File: src/rtl/link_tx_pkg.sv
package link_tx_pkg;

   // Effective flit count: zero means one, and the count is limited to the slices available
   function automatic int unsigned flits_eff(input logic [7:0] raw, input int unsigned lim);
      if (raw == 8'd0)
         return 1;
      else if (int'(raw) > int'(lim))
         return lim;
      else
         return int'(raw);
   endfunction

endpackage

File: src/rtl/link_tx_flit_ctr.sv
module link_tx_flit_ctr #(
   parameter int SLICES = 8,
   parameter int CNT_W  = 4
) (
   input  logic             clk,
   input  logic             rst_n,
   input  logic             load,
   input  logic [CNT_W-1:0] load_f,
   input  logic             load_ddr,
   input  logic             link_wait,
   output logic             busy,
   output logic             ddr,
   output logic [CNT_W-1:0] idx,
   output logic [CNT_W-1:0] flits,
   output logic             issue,
   output logic             last
);

   logic [CNT_W-1:0] step;
   logic [CNT_W-1:0] rem;

   assign step  = ddr ? CNT_W'(2) : CNT_W'(1);
   assign rem   = flits - idx;
   assign issue = busy && !link_wait;
   assign last  = issue && (rem <= step);

   always_ff @(posedge clk or negedge rst_n) begin
      if (!rst_n) begin
         busy  <= 1'b0;
         ddr   <= 1'b0;
         idx   <= '0;
         flits <= CNT_W'(1);
      end else if (load) begin
         busy  <= 1'b1;
         ddr   <= load_ddr;
         idx   <= '0;
         flits <= load_f;
      end else if (last) begin
         busy <= 1'b0;
         idx  <= '0;
      end else if (issue) begin
         idx <= idx + step;
      end
   end


   idx_bound_chk: assert property (@(posedge clk) disable iff (!rst_n)
      busy |-> (idx < flits) && (flits <= CNT_W'(SLICES)));


   load_busy_chk: assert property (@(posedge clk) disable iff (!rst_n)
      load |=> busy && (idx == '0));

endmodule

File: src/rtl/link_tx_slicer.sv
module link_tx_slicer #(
   parameter int PKT_W  = 64,
   parameter int LANE_W = 8,
   parameter int CNT_W  = 4
) (
   input  logic [PKT_W-1:0]  data,
   input  logic [CNT_W-1:0]  k,
   input  logic [CNT_W-1:0]  flits,
   input  logic              msb_first,
   input  logic              en,
   output logic [LANE_W-1:0] flit
);

   localparam int SLICES = PKT_W / LANE_W;

   logic              hit;
   logic [CNT_W-1:0]  sel;

   assign hit = en && (k < flits);
   assign sel = msb_first ? (flits - CNT_W'(1) - k) : k;

   generate
      if (SLICES == 1) begin : g_single
         assign flit = hit ? data : '0;
      end else begin : g_multi
         localparam int SEL_W = $clog2(SLICES);
         logic [LANE_W-1:0] part [SLICES];
         for (genvar s = 0; s < SLICES; s++) begin : g_part
            assign part[s] = data[s*LANE_W +: LANE_W];
         end
         assign flit = hit ? part[sel[SEL_W-1:0]] : '0;
      end
   endgenerate

endmodule

File: src/rtl/link_tx_out_reg.sv
module link_tx_out_reg #(
   parameter int LANE_W = 8
) (
   input  logic              clk,
   input  logic              rst_n,
   input  logic              advance,
   input  logic              busy,
   input  logic [LANE_W-1:0] rise_d,
   input  logic [LANE_W-1:0] fall_d,
   output logic              frame,
   output logic              clk_en,
   output logic [LANE_W-1:0] rise_q,
   output logic [LANE_W-1:0] fall_q
);

   always_ff @(posedge clk or negedge rst_n) begin
      if (!rst_n) begin
         frame  <= 1'b0;
         clk_en <= 1'b0;
         rise_q <= '0;
         fall_q <= '0;
      end else if (advance) begin
         frame  <= busy;
         clk_en <= busy;
         rise_q <= rise_d;
         fall_q <= fall_d;
      end else begin
         clk_en <= 1'b0;
      end
   end


   clken_frame_chk: assert property (@(posedge clk) disable iff (!rst_n)
      clk_en |-> frame);


   stall_hold_chk: assert property (@(posedge clk) disable iff (!rst_n)
      !advance |=> $stable(frame) && $stable(rise_q) && $stable(fall_q) && !clk_en);

endmodule

File: src/rtl/link_tx_serializer.sv
module link_tx_serializer #(
   parameter int PKT_W  = 64,
   parameter int LANE_W = 8
) (
   input  logic              clk,
   input  logic              rst_n,
   input  logic              cfg_tx_off,
   input  logic              cfg_ddr,
   input  logic              cfg_msb_first,
   input  logic [7:0]        cfg_flits,
   input  logic              core_valid,
   input  logic [PKT_W-1:0]  core_data,
   output logic              core_wait,
   input  logic              link_wait,
   output logic              link_frame,
   output logic              link_clk_en,
   output logic [LANE_W-1:0] link_rise,
   output logic [LANE_W-1:0] link_fall
);

   localparam int SLICES = PKT_W / LANE_W;
   localparam int CNT_W  = $clog2(SLICES + 2);

   generate
      if (LANE_W < 1 || PKT_W % LANE_W != 0) begin : g_bad_width
         $error("PKT_W must be a whole multiple of LANE_W");
      end
      if (SLICES > 255) begin : g_bad_count
         $error("PKT_W/LANE_W must not exceed the 8-bit flit count");
      end
   endgenerate

   logic              busy, ddr_q, issue, last;
   logic [CNT_W-1:0]  idx, flits, load_f;
   logic              accept_ok, load;
   logic [PKT_W-1:0]  pkt_q;
   logic              msb_q;
   logic [LANE_W-1:0] rise_d, fall_d;
   logic [CNT_W-1:0]  fall_k;

   assign accept_ok = !cfg_tx_off && (!busy || last);
   assign core_wait = !accept_ok;
   assign load      = core_valid && accept_ok;
   assign load_f    = CNT_W'(link_tx_pkg::flits_eff(cfg_flits, SLICES));
   assign fall_k    = idx + CNT_W'(1);

   always_ff @(posedge clk or negedge rst_n) begin
      if (!rst_n) begin
         pkt_q <= '0;
         msb_q <= 1'b0;
      end else if (load) begin
         pkt_q <= core_data;
         msb_q <= cfg_msb_first;
      end
   end

   link_tx_flit_ctr #(.SLICES(SLICES), .CNT_W(CNT_W)) i_ctr (
      .clk       (clk),
      .rst_n     (rst_n),
      .load      (load),
      .load_f    (load_f),
      .load_ddr  (cfg_ddr),
      .link_wait (link_wait),
      .busy      (busy),
      .ddr       (ddr_q),
      .idx       (idx),
      .flits     (flits),
      .issue     (issue),
      .last      (last)
   );

   link_tx_slicer #(.PKT_W(PKT_W), .LANE_W(LANE_W), .CNT_W(CNT_W)) i_rise (
      .data      (pkt_q),
      .k         (idx),
      .flits     (flits),
      .msb_first (msb_q),
      .en        (busy),
      .flit      (rise_d)
   );

   link_tx_slicer #(.PKT_W(PKT_W), .LANE_W(LANE_W), .CNT_W(CNT_W)) i_fall (
      .data      (pkt_q),
      .k         (fall_k),
      .flits     (flits),
      .msb_first (msb_q),
      .en        (busy && ddr_q),
      .flit      (fall_d)
   );

   link_tx_out_reg #(.LANE_W(LANE_W)) i_out (
      .clk     (clk),
      .rst_n   (rst_n),
      .advance (!link_wait),
      .busy    (busy),
      .rise_d  (rise_d),
      .fall_d  (fall_d),
      .frame   (link_frame),
      .clk_en  (link_clk_en),
      .rise_q  (link_rise),
      .fall_q  (link_fall)
   );


   off_blocks_chk: assert property (@(posedge clk) disable iff (!rst_n)
      cfg_tx_off |-> core_wait);


   gapless_chk: assert property (@(posedge clk) disable iff (!rst_n)
      (last && core_valid && !cfg_tx_off) |=> busy && issue |=> link_frame);


   sdr_fall_chk: assert property (@(posedge clk) disable iff (!rst_n)
      (issue && !ddr_q) |=> (link_fall == '0));

endmodule

File: config.mk
export PLATFORM = sky130hd
export DESIGN_NAME = link_tx_serializer
export DESIGN_NICKNAME = d
export VERILOG_FILES = /design/src/rtl/link_tx_pkg.sv /design/src/rtl/link_tx_flit_ctr.sv /design/src/rtl/link_tx_slicer.sv /design/src/rtl/link_tx_out_reg.sv /design/src/rtl/link_tx_serializer.sv
export SDC_FILE = /design/constraint.sdc
export NUM_CORES = 1
export LEC_CHECK = 0
export ABC_AREA = 0
export BUFFER_PORTS_ARGS = -buffer_cell sky130_fd_sc_hd__buf_2
export CAP_MARGIN = 20
export CORE_UTILIZATION = 55
export DETAILED_ROUTE_END_ITERATION = 10
export PLACE_DENSITY = 0.79
export SKIP_CTS_REPAIR_TIMING = 1
export SLEW_MARGIN = 20
export SYNTH_ARGS = -nofsm -noshare
export SYNTH_HDL_FRONTEND = slang
export SYNTH_SLANG_ARGS = --single-unit
export TNS_END_PERCENT = 30
File: constraint.sdc
create_clock -name clk -period 7.7 [get_ports clk]
set_input_delay 0.385 -clock clk [delete_from_list [all_inputs] [get_ports clk]]
set_output_delay 0.385 -clock clk [all_outputs]
set_load 0.02 [all_outputs]
* Word level (Yosys, flattened, before mapping) *
Index checks and enable logic that the tools add are counted.
W data, S select, Z words.

storage, ports and cells
  flip-flop bits (word level) = 93
  bits of input ports = 79
  output and inout port bits = 19
  logic and storage cells = 58

cells by class
  $add $sub $neg = 6
  order comparisons = 6
  mux-type cells = 19
  bitwise operators = 2
  reduce and logical (&&, ||, !) cells = 15

operators with widths
  kind                   number
  $bmux W8 S3            2
  $mux W8                6
  $mux W4                5
  $ge A4 B4 Y1 const B   2
  $gt A8 B4 Y1 const B   1
  $logic_not A8 Y1       1
  $lt A4 B4 Y1           2
  $not A3 Y4             2
  $logic_and A1 B1 Y1    7
  $mux W3                2
  $sub A3 B3 Y3          2
  $add A4 B1 Y4 const B  1
  $add A4 B2 Y4          1
  $le A4 B4 Y1           1
  $logic_not A1 Y1       4
  $sub A4 B4 Y4          1
  $mux W1                3
  $reduce_bool A3 Y1     1
  $sub A3 B1 Y3 const B  1
  $mux W2                1
  $reduce_bool A2 Y1     1
  $logic_or A1 B1 Y1     1

* Longest topological paths before layout *
Gate-level depths: netlist of run 1.

  word-level depth = 8
  depth in mapped cells = 13

* Modules after synthesis *
From an unflattened synthesis of run 1, not the netlist that was laid out.

second synthesis, totals
  cells, all modules = 629
  area total of the unflattened synthesis = 6422.4 um2

modules (own cells, without submodules)
  module              times used  cells an instance  area an instance (um2)
  link_tx_serializer  1           155                2552.4
  link_tx_slicer      2           187                1247.4
  link_tx_out_reg     1           38                 714.4
  link_tx_flit_ctr    1           62                 660.6

* Least setup slack after synthesis of run 1 *
OpenSTA, ideal clock, no wires.

  path type = flip-flop to flip-flop
  start point = reg i_ctr.flits[0]
  end point = reg pkt_q[19]
  library setup time = 125 ps
  arrival = 2957 ps
  required time = 7575 ps
  setup slack = 4619 ps
  stages on the path, launching flop included = 14
  clock period less this slack = 3081 ps
  cell sequence = dfstp_2 > inv_1 > ha_1 > inv_1 > fa_1 > ha_1 > nor2b_1 > o21ai_1 > o21ai_1 > or3_1 > o22a_1 > buf_2 > buf_6 > mux2_2

between the ends
  longest elaborated chain between the ends = 6

ends and longest elaborated chain
  element                 line                      source
  from (decl)             link_tx_flit_ctr.sv:14    output logic [CNT_W-1:0] flits,
  from (signal assigned)  link_tx_flit_ctr.sv:37    flits <= load_f;
  $sub A4 B4 Y4           link_tx_flit_ctr.sv:23    assign rem = flits - idx;
  $le A4 B4 Y1            link_tx_flit_ctr.sv:25    assign last = issue && (rem <= step);
  $logic_and A1 B1 Y1     link_tx_flit_ctr.sv:25
  $logic_or A1 B1 Y1      link_tx_serializer.sv:41  assign accept_ok = !cfg_tx_off && (!busy || last);
  $logic_and A1 B1 Y1     link_tx_serializer.sv:41
  $logic_and A1 B1 Y1     link_tx_serializer.sv:43  assign load = core_valid && accept_ok;
  to (signal assigned)    link_tx_serializer.sv:52  pkt_q <= core_data;
  to (decl)               link_tx_serializer.sv:36  logic [PKT_W-1:0] pkt_q;

No other way between the ends.
A chain may end at the register's enable or synchronous reset.

* Final worst setup path of run 1 *
Ends and elaborated chain as after synthesis.

==> results of run 1 <==
[worst paths after layout]
kind                                startpoint         endpoint  slack, ns  cells after the start
worst min-delay path                     rst_n     i_ctr.idx[0]     -0.007                      1
worst min register to register     i_out.frame      i_out.frame       0.48                      1
max in group asynchronous                rst_n  i_out.fall_q[4]       6.63                      2
worst max register to register  i_ctr.flits[0]        pkt_q[19]       4.11                     12
min in group clk                 core_data[57]        pkt_q[57]       0.26                      2
worst max-delay path            i_ctr.flits[0]        pkt_q[19]       4.11                     12
[logic make-up (layout without fill, tap and decap cells)]
logic type | after synthesis | count (layout) | share of synthesized area (%)
mux | 137 | 137 | 35.8
flops | 93 | 93 | 45.3
simple gates | 37 | 37 | 3.40
compound gates | 35 | 35 | 4.69
buf+inv | 33 | 133 | 4.13
fa+ha+maj | 19 | 19 | 5.20
xor+xnor | 8 | 8 | 1.51
[metrics by stage]
step | instance area (µm²) | setup slack, ns | power (mW) | instances
2_1_floorplan | 5140 | 4.62 | 2.45 | 362
3_3_place_gp | 5660 | 4.27 | 2.78 | 554
3_5_place_dp | 5660 | 4.15 | 2.86 | 554
4_1_cts | 5890 | 4.12 | 3.23 | 570
5_1_grt | 5890 | 3.86 | 3.44 | 570
6_report | 5890 | 4.11 | 3.22 | 570
[power by group]
part / internal (mW) / switching (mW)
Sequential: 0.723 / 0.188
Combinational: 1.06 / 0.879
Clock: 0.195 / 0.174
Total: 1.98 / 1.24
[routing by layer]
| layer | GRT usage (%) | share of wire (%) |
|---|---|---|
| met4 | 7.58 | 1.6 |
| met2 | 39.7 | 49 |
| met3 | 6.17 | 7.0 |
| met1 | 30.4 | 43 |
| met5 | 0 | 0 |
[critical path, stage by stage, from the launching register on]
cell and delay, ns:
dfstp_2 0.56, inv_1 0.07, ha_1 0.19, inv_1 0.08, fa_1 0.41, ha_1 0.30
nor2b_1 0.14, o21ai_1 0.07, o21ai_1 0.19, or3_1 0.18, o22a_2 0.14, buf_4 0.68
mux2_2 0.42
[synth_stat cells (4+ instances only)]
master / n / area [µm²]
dfrtp_1: 92 / 2300
mux2_2: 74 / 833
mux2i_1: 37 / 370
nand2_1: 18 / 67.6
ha_1: 15 / 188
inv_1: 14 / 52.6
mux4_1: 14 / 368
a22o_1: 10 / 87.6
buf_6: 10 / 113
mux4_2: 10 / 225
o21ai_0: 8 / 40.0
nor2_1: 6 / 22.5
xnor2_1: 5 / 43.8
fa_1: 4 / 80.1
nor2b_1: 4 / 25.0
o21ai_1: 4 / 20.0
[placed cells by master, fill, tap and decap left out, drive strengths merged, types with 6 or more instances in the layout]
cell type  instances
buf              103
nand2             18
inv               15
mux4              24
mux2i             39
o21ai             12
mux2              74
nor2               6
clkbuf            10
dfrtp             92
ha                15
a22o              10
[sequential cells by signal, indices dropped and copies added (netlist names)]
| signal | count |
|---|---|
| pkt_q | 64 |
| i_out.fall_q | 8 |
| i_out.rise_q | 8 |
| i_ctr.flits | 4 |
| i_ctr.idx | 4 |
| i_ctr.busy | 1 |
| i_ctr.ddr | 1 |
| i_out.clk_en | 1 |
| i_out.frame | 1 |
| msb_q | 1 |
[final cells by class]
| type | instances | area, µm² |
|---|---|---|
| Clock buffer | 10 | 138 |
| Tap cell | 108 | 135 |
| Multi-Input combinational cell | 236 | 2610 |
| Fill cell | 675 | 3000 |
| Clock inverter | 6 | 95.1 |
| Sequential cell | 93 | 2330 |
| Inverter | 14 | 52.6 |
| Timing Repair Buffer | 103 | 533 |
==> metrics.md, run 1 <==
| Metric | Value |
|---|---|
| Result of the run | finished, violations left |
| Failing checks | negative hold slack |
| Sink Count | 93 |
| IO Pins | 98 |
| WP data arrival | 3.83 ns |
| Hold Crit Class | input port to asynchronous set/reset pin |
| Global route total overflow | 0 |
| Initial DRT Pass Iterations | 4 |
| Layout area overhead | 14.5% |
| PD cells | 547 nW/µm² |
| Crit Path Max Fanout | 70 |
| Layout cells sized above 1 | a little under half |
| Placed wire-length estimate | 7450 µm |
| Ys Warns | 0 |
| Worst Tran Pin Value | 0.933 ns |
| Syn nets | 460 |
| Initial antenna violation count | 0 |
| RSZ-0062 raised after global routing | no |
| Cell count after synthesis | around 360 |
| Total Neg Setup Slack | 0 ns |
| Clock Path Buffers | 2 |
| Final wirelength | 10500 µm |
| DRC | 0 |
| Yosys reg bits | a little over 90 |
| Worst hold slack | -0.00710 ns |
| DR iter-0 viols | 193 |
| Post-synth EDFFs | 0 |
| Sequential fraction of the synthesis area | 45.3% |
| Critical Path Source Type | flop |
| Die area | 9750 µm² |
| Std cell rows | 34 |
| Clk Latency, worst-skew pair | 0.35 ns |
| # diodes | 0 |
| Root Driver | clkbuf_8 |
| Via/cell ratio | 5.86 |
| DR WL/cell | 18.4 µm |
| Most used DFF post-synth | dfrtp_1 |
| IO buf count | just under 100 |
| Die Y-Extent | roughly 99 µm |
| Htree depth | 3 |
| Asr flop ratio synth | 100% |
| Total vias in the final route | 3339 |
| NumNets Final | 555 |
| Largest net degree at the start of global routing | 71 |
| Number of hold violations in the final report | 2 |
| Core Util, Final | 66.3% |
| Slew headroom | 37.5% |
| Period utilization | 46.7% |
| Core Box Area | 8890 µm² |
| Req. time, crit path | ~8 ns |
| Clk slew on worst S/H paths | 0.09 ns |
| Initial Util | 57.9% |
| Max-Cap Viols | 0 |
| Placer's final routability congestion estimate | 0.861 |
| Post-Syn Area | 5140 µm² |
| Overall Global Routing Usage | 23.7% |
| CTS Buf Count | 9 |
| Fmax | 278 MHz |
| Clk_skew | a little under 0.009 ns |
| Netlist cell types | 39 |
| Post-DRT Antenna Nets | 0 |
| Global-route wire length before repair | 17500 µm |
| Mapped Avg Cell Area | approximately 14 µm² |
| Setup crit end kind | flop |
| CTS tree | yes |
| DIE WIDTH | 98.7 µm |
| Vias in the first global route | 3497 |
| CP Class | flop to flop |
| Max Transition Viols Final | 0 |
| Worst vdd ir | about 0.00025 V |
| Fin crit period | between 3 and 4 ns |
| Leak | ~2.8 nW |
| Final setup fails | 0 |
Note: power is estimated with default switching activity, not from simulation.
==> inputs of run 2 (changes only) <==
==> constraint.sdc (replaced) <==
create_clock -name clk -period 3.6 [get_ports clk]
set_input_delay 0.18 -clock clk [delete_from_list [all_inputs] [get_ports clk]]
set_output_delay 0.18 -clock clk [all_outputs]
set_load 0.02 [all_outputs]
==> metrics.md, run 2 (synthesis gave the netlist of run 1 again) <==
| Metric | Value |
|---|---|
| Result of the run | finished, final reports clean (was finished, violations left) |
| Hold Path Origin | core_data[24] |
| Fin crit period | 3.29 ns (was 3.59 ns) |
| Root Driver | clkbuf_8 (unchanged) |
| Pre-CTS WS | 0.366 ns (was 4.15 ns) |
| Leading cell types in the layout, fill and taps excluded | 96 x buf_2, 92 x dfrtp_1, 74 x mux2_2 (unchanged) |
| Delay-heaviest family, CP | adder cells (unchanged) |
| Number of hold violations in the final report | 0 (was 2) |
| DR iter-0 viols | 169 (was 193) |
| Slew headroom | 34.5% (was 37.5%) |
| Critical path's slowest cell | dfstp_2 (was buf_4) |
| Layout area overhead | 14.9% (was 14.5%) |
| Setup crit end kind | flop (unchanged) |
| Top reg by flops | pkt_q (unchanged) |
| Area of the multi-input gates | 2610 µm² (unchanged) |
| WHS Endpoint | pkt_q[24] |
| Most common cell after layout, fill and taps aside | buf_2 (unchanged) |
| Overall Global Routing Usage | 24.6% (was 23.7%) |
| DR WL/cell | 18.8 µm (was 18.4 µm) |
| Final setup fails | 0 (unchanged) |
| Via/cell ratio | 5.77 (was 5.86) |
| NumNets Final | 559 (was 555) |
| Leak | 2.86 nW (was 2.85 nW) |
| Sink Count | 93 (unchanged) |
| Fmax | 304 MHz (was 278 MHz) |
| Total vias in the final route | 3317 (was 3339) |
| Die Y-Extent | 98.7 µm (unchanged) |
| Max-Cap Viols | 0 (unchanged) |
| Initial DRT Pass Iterations | 4 (unchanged) |
| Post-DRT Antenna Nets | 0 (unchanged) |
| Crit Path Max Fanout | 70 (unchanged) |
| Vias in the first global route | 3627 (was 3497) |
| DRC | 0 (unchanged) |
| Worst reg2reg path startpoint | i_ctr.flits[0] (unchanged) |
| Worst Tran Pin Value | 0.978 ns (was 0.933 ns) |
| Hold Crit Class | input port to flop (was input port to asynchronous set/reset pin) |
| RR Endpoint | pkt_q[38] (was pkt_q[19]) |
| IO Pins | 98 (unchanged) |
| CTS Buf Count | 9 (unchanged) |
| Placed wire-length estimate | 7780 µm (was 7450 µm) |
| Layout cells sized above 1 | 45.5% (was 45.2%) |
| Max reg flops | 64 (unchanged) |
| Std cell rows | 34 (unchanged) |
| Critical Path Source Type | flop (unchanged) |
| CP Cell Sequence | inv_1 -> ha_1 -> inv_1 -> fa_1 -> ha_1 -> nor2b_1 -> o21ai_1 -> o21ai_1 -> or3_1 -> o22a_2 -> buf_12 -> mux2_2 (was inv_1 -> ha_1 -> inv_1 -> fa_1 -> ha_1 -> nor2b_1 -> o21ai_1 -> o21ai_1 -> or3_1 -> o22a_2 -> buf_4 -> mux2_2) |
| Final WS setup | 0.307 ns (was 4.11 ns) |
| Worst hold slack | 0.0487 ns (was -0.00710 ns) |
| CP Class | flop to flop (unchanged) |
| Largest net degree at the start of global routing | 71 (unchanged) |
| Global route total overflow | 0 (unchanged) |
| Initial Util | 57.9% (unchanged) |
| Core Box Area | 8890 µm² (unchanged) |
| Period utilization | 91.5% (was 46.7%) |
| PD cells | 1160 nW/µm² (was 547 nW/µm²) |
| Largest registers | pkt_q: 64 flops, i_out.fall_q: 8 flops, i_out.rise_q: 8 flops (unchanged) |
| DIE WIDTH | 98.7 µm (unchanged) |
| WP data arrival | 3.53 ns (was 3.83 ns) |
| Placer's final routability congestion estimate | 0.827 (was 0.861) |
| Req. time, crit path | 3.83 ns (was 7.94 ns) |
| Core Util, Final | 66.5% (was 66.3%) |
| Initial antenna violation count | 1 (was 0) |
| CTS tree | yes (unchanged) |
| Worst vdd ir | 0.000498 V (was 0.000249 V) |
| Die area | 9750 µm² (unchanged) |
| Fill cells | 675 (unchanged) |
| Clk_skew | 0.0138 ns (was 0.00885 ns) |
| Clk Latency, worst-skew pair | 0.35 ns (about the same) |
| CP bufs+invs | 3 (unchanged) |
| Flop-to-flop setup slack | 0.31 ns (was 4.11 ns) |
| Max Transition Viols Final | 0 (unchanged) |
| Clock Path Buffers | 2 (unchanged) |
| IO buf count | 97 (unchanged) |
| Final wirelength | 10800 µm (was 10500 µm) |
| Total Neg Setup Slack | 0 ns (unchanged) |
| Htree depth | 3 (unchanged) |
| Global-route wire length before repair | 18300 µm (was 17500 µm) |
| Crit-path max cell delay | 0.56 ns (was 0.68 ns) |
| Clk slew on worst S/H paths | 0.11 ns (was 0.09 ns) |
| FF+latch area | 2330 µm² (unchanged) |
| RSZ-0062 raised after global routing | no (unchanged) |
| WHS Path Cells | 2 |
| R2R depth | 12 (unchanged) |
[run 2: layer usage]
metal / track usage [%] / wire, µm / share of wire (%) / vias to the layer above
met5: 0 / 0 / 0 / -
met4: 7.46 / 143 / 1.3 / 0
met3: 4.82 / 576 / 5.3 / 10
met2: 41.0 / 5430 / 50 / 91
met1: 32.9 / 4660 / 43 / 1675
li1: - / - / - / 1541
[run 2: worst max-delay path by stage]
stage	startpoint	endpoint	slack [ns]	cells past startpoint
2_1_floorplan	i_ctr.flits[0]	pkt_q[19]	0.52	13
3_3_place_gp	i_ctr.flits[0]	pkt_q[62]	0.42	12
3_5_place_dp	i_ctr.flits[0]	pkt_q[38]	0.37	12
4_1_cts	i_ctr.flits[0]	pkt_q[25]	0.34	12
5_1_grt	i_ctr.flits[0]	pkt_q[23]	0.19	12
6_report	i_ctr.flits[0]	pkt_q[38]	0.31	12
[run 2: worst reg2reg max path: cells and delay by family (launching register included)]
| family | cells | cell delay (ns) |
|---|---|---|
| compound gates | 3 | 0.47 |
| fa+ha+maj | 3 | 0.90 |
| flops | 1 | 0.56 |
| buf+inv | 3 | 0.38 |
| mux | 1 | 0.35 |
| simple gates | 2 | 0.51 |
[run 2: final cells by class]
class,count,share of cell area (%)
clock inverters,6,0.910
well taps,108,2.29
inverters,14,0.889
multi-input cells,236,44.1
repair buffers,107,9.99
clock buffers,10,2.33
flip-flops and latches,93,39.4
diodes,1,0.0423
[run 2: report_power, final]
part           internal [mW]  switching (mW)  total, mW
clock                  0.283           0.399      0.682
sequential              1.55           0.399       1.95
combinational           2.34            1.89       4.23
[run 2: metrics by stage]
stage               cell area (µm²)  instances  total power [mW]
finish                         5910        575              6.85
global route                   5910        575              7.37
CTS                            5900        573              6.89
detailed placement             5710        557              6.20
global placement               5710        557              6.00
floorplan                      5140        362              5.23
==> inputs of run 3 (changes only) <==
--- a/config.mk
+++ b/config.mk
@@ -10,7 +10,7 @@
 export CAP_MARGIN = 20
 export CORE_UTILIZATION = 55
 export DETAILED_ROUTE_END_ITERATION = 10
-export PLACE_DENSITY = 0.79
+export PLACE_DENSITY_LB_ADDON = 0.3
 export SKIP_CTS_REPAIR_TIMING = 1
 export SLEW_MARGIN = 20
 export SYNTH_ARGS = -nofsm -noshare
==> metrics.md, run 3 (synthesis gave the netlist of run 1 again) <==
| Metric | Value |
|---|---|
| Crit-path max cell delay | 0.55 ns (was 0.56 ns) |
| IO buf count | 97 (unchanged) |
| Fin crit period | 3.30 ns (was 3.29 ns) |
| DR WL/cell | 18.1 µm (was 18.8 µm) |
| WP data arrival | 3.53 ns (about the same) |
| Largest registers | pkt_q: 64 flops, i_out.fall_q: 8 flops, i_out.rise_q: 8 flops (unchanged) |
| Crit Path Max Fanout | 70 (unchanged) |
| CP Class | flop to flop (unchanged) |
| Global route total overflow | 0 (unchanged) |
| Clk slew on worst S/H paths | 0.09 ns (was 0.11 ns) |
| Internal power | 4.24 mW (was 4.17 mW) |
| Final setup fails | 0 (unchanged) |
| Setup crit end kind | flop (unchanged) |
| Via/cell ratio | 5.82 (was 5.77) |
| Die Y-Extent | 98.7 µm (unchanged) |
| Final wirelength | 10400 µm (was 10800 µm) |
| # diodes | 0 (was 1) |
| Req. time, crit path | 3.84 ns (was 3.83 ns) |
| Period utilization | 91.5% (about the same) |
| Comb power frac | 60.9% (was 61.7%) |
| CTS Buf Count | 9 (unchanged) |
| DRC | 0 (unchanged) |
| Worst reg2reg path startpoint | i_ctr.flits[0] (unchanged) |
| Layout area overhead | 14.8% (was 14.9%) |
| Sink Count | 93 (unchanged) |
| NumNets Final | 557 (was 559) |
| Failing checks | negative hold slack |
| Flop-to-flop setup slack | 0.30 ns (was 0.31 ns) |
| Root Driver | clkbuf_8 (unchanged) |
| Std cell rows | 34 (unchanged) |
| DR iter-0 viols | 145 (was 169) |
| Worst hold slack | -0.0579 ns (was 0.0487 ns) |
| Seq pwr share | 28.5% (was 28.4%) |
| Number of hold violations in the final report | 71 (was 0) |
| Core Box Area | 8890 µm² (unchanged) |
| Global-route wire length before repair | 17300 µm (was 18300 µm) |
| PD cells | 1160 nW/µm² (about the same) |
| Clk Latency, worst-skew pair | 0.36 ns (was 0.35 ns) |
| Clk_skew | 0.0115 ns (was 0.0138 ns) |
| Max Transition Viols Final | 0 (unchanged) |
| Top reg by flops | pkt_q (unchanged) |
| Leading cell types in the layout, fill and taps excluded | 96 x buf_2, 92 x dfrtp_1, 74 x mux2_2 (unchanged) |
| Worst Tran Pin Value | 0.900 ns (was 0.978 ns) |
| Overall Global Routing Usage | 23.2% (was 24.6%) |
| Fmax | 303 MHz (was 304 MHz) |
| IO Pins | 98 (unchanged) |
| DIE WIDTH | 98.7 µm (unchanged) |
| Clock group share of total power | 10.6% (was 9.9%) |
| Vias in the first global route | 3492 (was 3627) |
| Hold Crit Class | input port to asynchronous set/reset pin (was input port to flop) |
| Post-DRT Antenna Nets | 0 (unchanged) |
| CP Cell Sequence | inv_1 -> ha_1 -> inv_1 -> fa_1 -> ha_1 -> nor2b_1 -> o21ai_1 -> o21ai_1 -> or3_1 -> o22a_2 -> buf_12 -> mux2_2 (unchanged) |
| Initial antenna violation count | 0 (was 1) |
| Max reg flops | 64 (unchanged) |
| CP startpoint | i_ctr.flits[0] (unchanged) |
| Initial Util | 57.9% (unchanged) |
| Top routing layer in use | met4 (unchanged) |
| Most common cell after layout, fill and taps aside | buf_2 (unchanged) |
| Pre-CTS WS | 0.348 ns (was 0.366 ns) |
| Placer's final routability congestion estimate | 0.859 (was 0.827) |
| Initial DRT Pass Iterations | 4 (unchanged) |
| Max-Cap Viols | 0 (unchanged) |
| Result of the run | finished, violations left (was finished, final reports clean) |
| Slew headroom | 40.0% (was 34.5%) |
| Final WS setup | 0.305 ns (was 0.307 ns) |
| CTS tree | yes (unchanged) |
| Total vias in the final route | 3330 (was 3317) |
| Met2 Routed Length | 5250 µm (was 5430 µm) |
| Layout cells sized above 1 | 45.3% (was 45.5%) |
| Clock Path Buffers | 2 (unchanged) |
| Placed wire-length estimate | 7410 µm (was 7780 µm) |
| Met1 wire length | 4410 µm (was 4660 µm) |
| Largest net degree at the start of global routing | 74 (was 71) |
| Net Sw Frac | 38.1% (was 39.2%) |
| Htree depth | 3 (unchanged) |
| Die area | 9750 µm² (unchanged) |
| WL met3 | 565 µm (was 576 µm) |
| Worst vdd ir | 0.000542 V (was 0.000498 V) |
| RSZ-0062 raised after global routing | no (unchanged) |
| Leak | 2.86 nW (about the same) |
| Critical path's slowest cell | dfstp_2 (unchanged) |
| Total Neg Setup Slack | 0 ns (unchanged) |
| Net load switching power | 2.61 mW (was 2.68 mW) |
| Critical Path Source Type | flop (unchanged) |
| Final Power | 6.85 mW (about the same) |
run 3: cell count changes in the layout (fill, tap and decap cells not counted), sizes merged:
cell / before / now
buf: 106 / 105
inv: 17 / 15
diode: 1 / 0
dlygate4sd3: 1 / 0
clkinv: 2 / 0
clkinvlp: 1 / 2
clkbuf: 10 / 12
bufinv: 0 / 1
run 3: worst max-delay path: cells and delay by family (launching register included):
family	cells	cell delay [ns]
fa+ha+maj	3	0.90
flops	1	0.55
simple gates	2	0.51
compound gates	3	0.48
buf+inv	3	0.38
mux	1	0.32
run 3: cell type report:
| cell class | instances | area (µm²) |
|---|---|---|
| sequential | 93 | 2330 |
| multi-input combinational | 236 | 2610 |
| inverter | 14 | 52.6 |
| clock inverter | 4 | 53.8 |
| tap | 108 | 135 |
| fill | 667 | 2980 |
| timing repair buffer | 105 | 573 |
| clock buffer | 12 | 155 |
run 3: power groups by stage:
stage / clock network (mW) / registers [mW] / logic (mW)
floorplan: 0 / 1.90 / 3.34
CTS: 0.748 / 1.95 / 4.20
finish: 0.727 / 1.95 / 4.17
global placement: 0 / 1.93 / 4.06
detailed placement: 0 / 1.97 / 4.17
global route: 0.784 / 2.02 / 4.54
run 3: metrics by stage:
stage	instances	hold WS [ns]	utilization (%)	cell area (µm²)
final	572	-0.0579	66.4	5910
after global routing	572	0.0148	66.4	5910
after CTS	572	-0.0229	66.4	5910
after detailed placement	556	0.372	64.1	5700
after global placement	556	0.363	64.1	5700
after floorplan	362	-0.116	-	5140
run 3: layer usage:
metal  up-vias  track usage [%]
li1       1534                -
met1      1694             29.9
met2        89             39.3
met3        13             5.60
met4         0             6.66
met5         -                0
run 3: final timing paths:
path                                   endpoint  cells past startpoint
worst max register to register         pkt_q[2]                     12
worst max-delay path                   pkt_q[2]                     12
worst min-delay path             i_ctr.flits[1]                      1
worst min register to register      i_out.frame                      1
min in group clk                      pkt_q[51]                      2
max in group asynchronous       i_out.fall_q[1]                      2
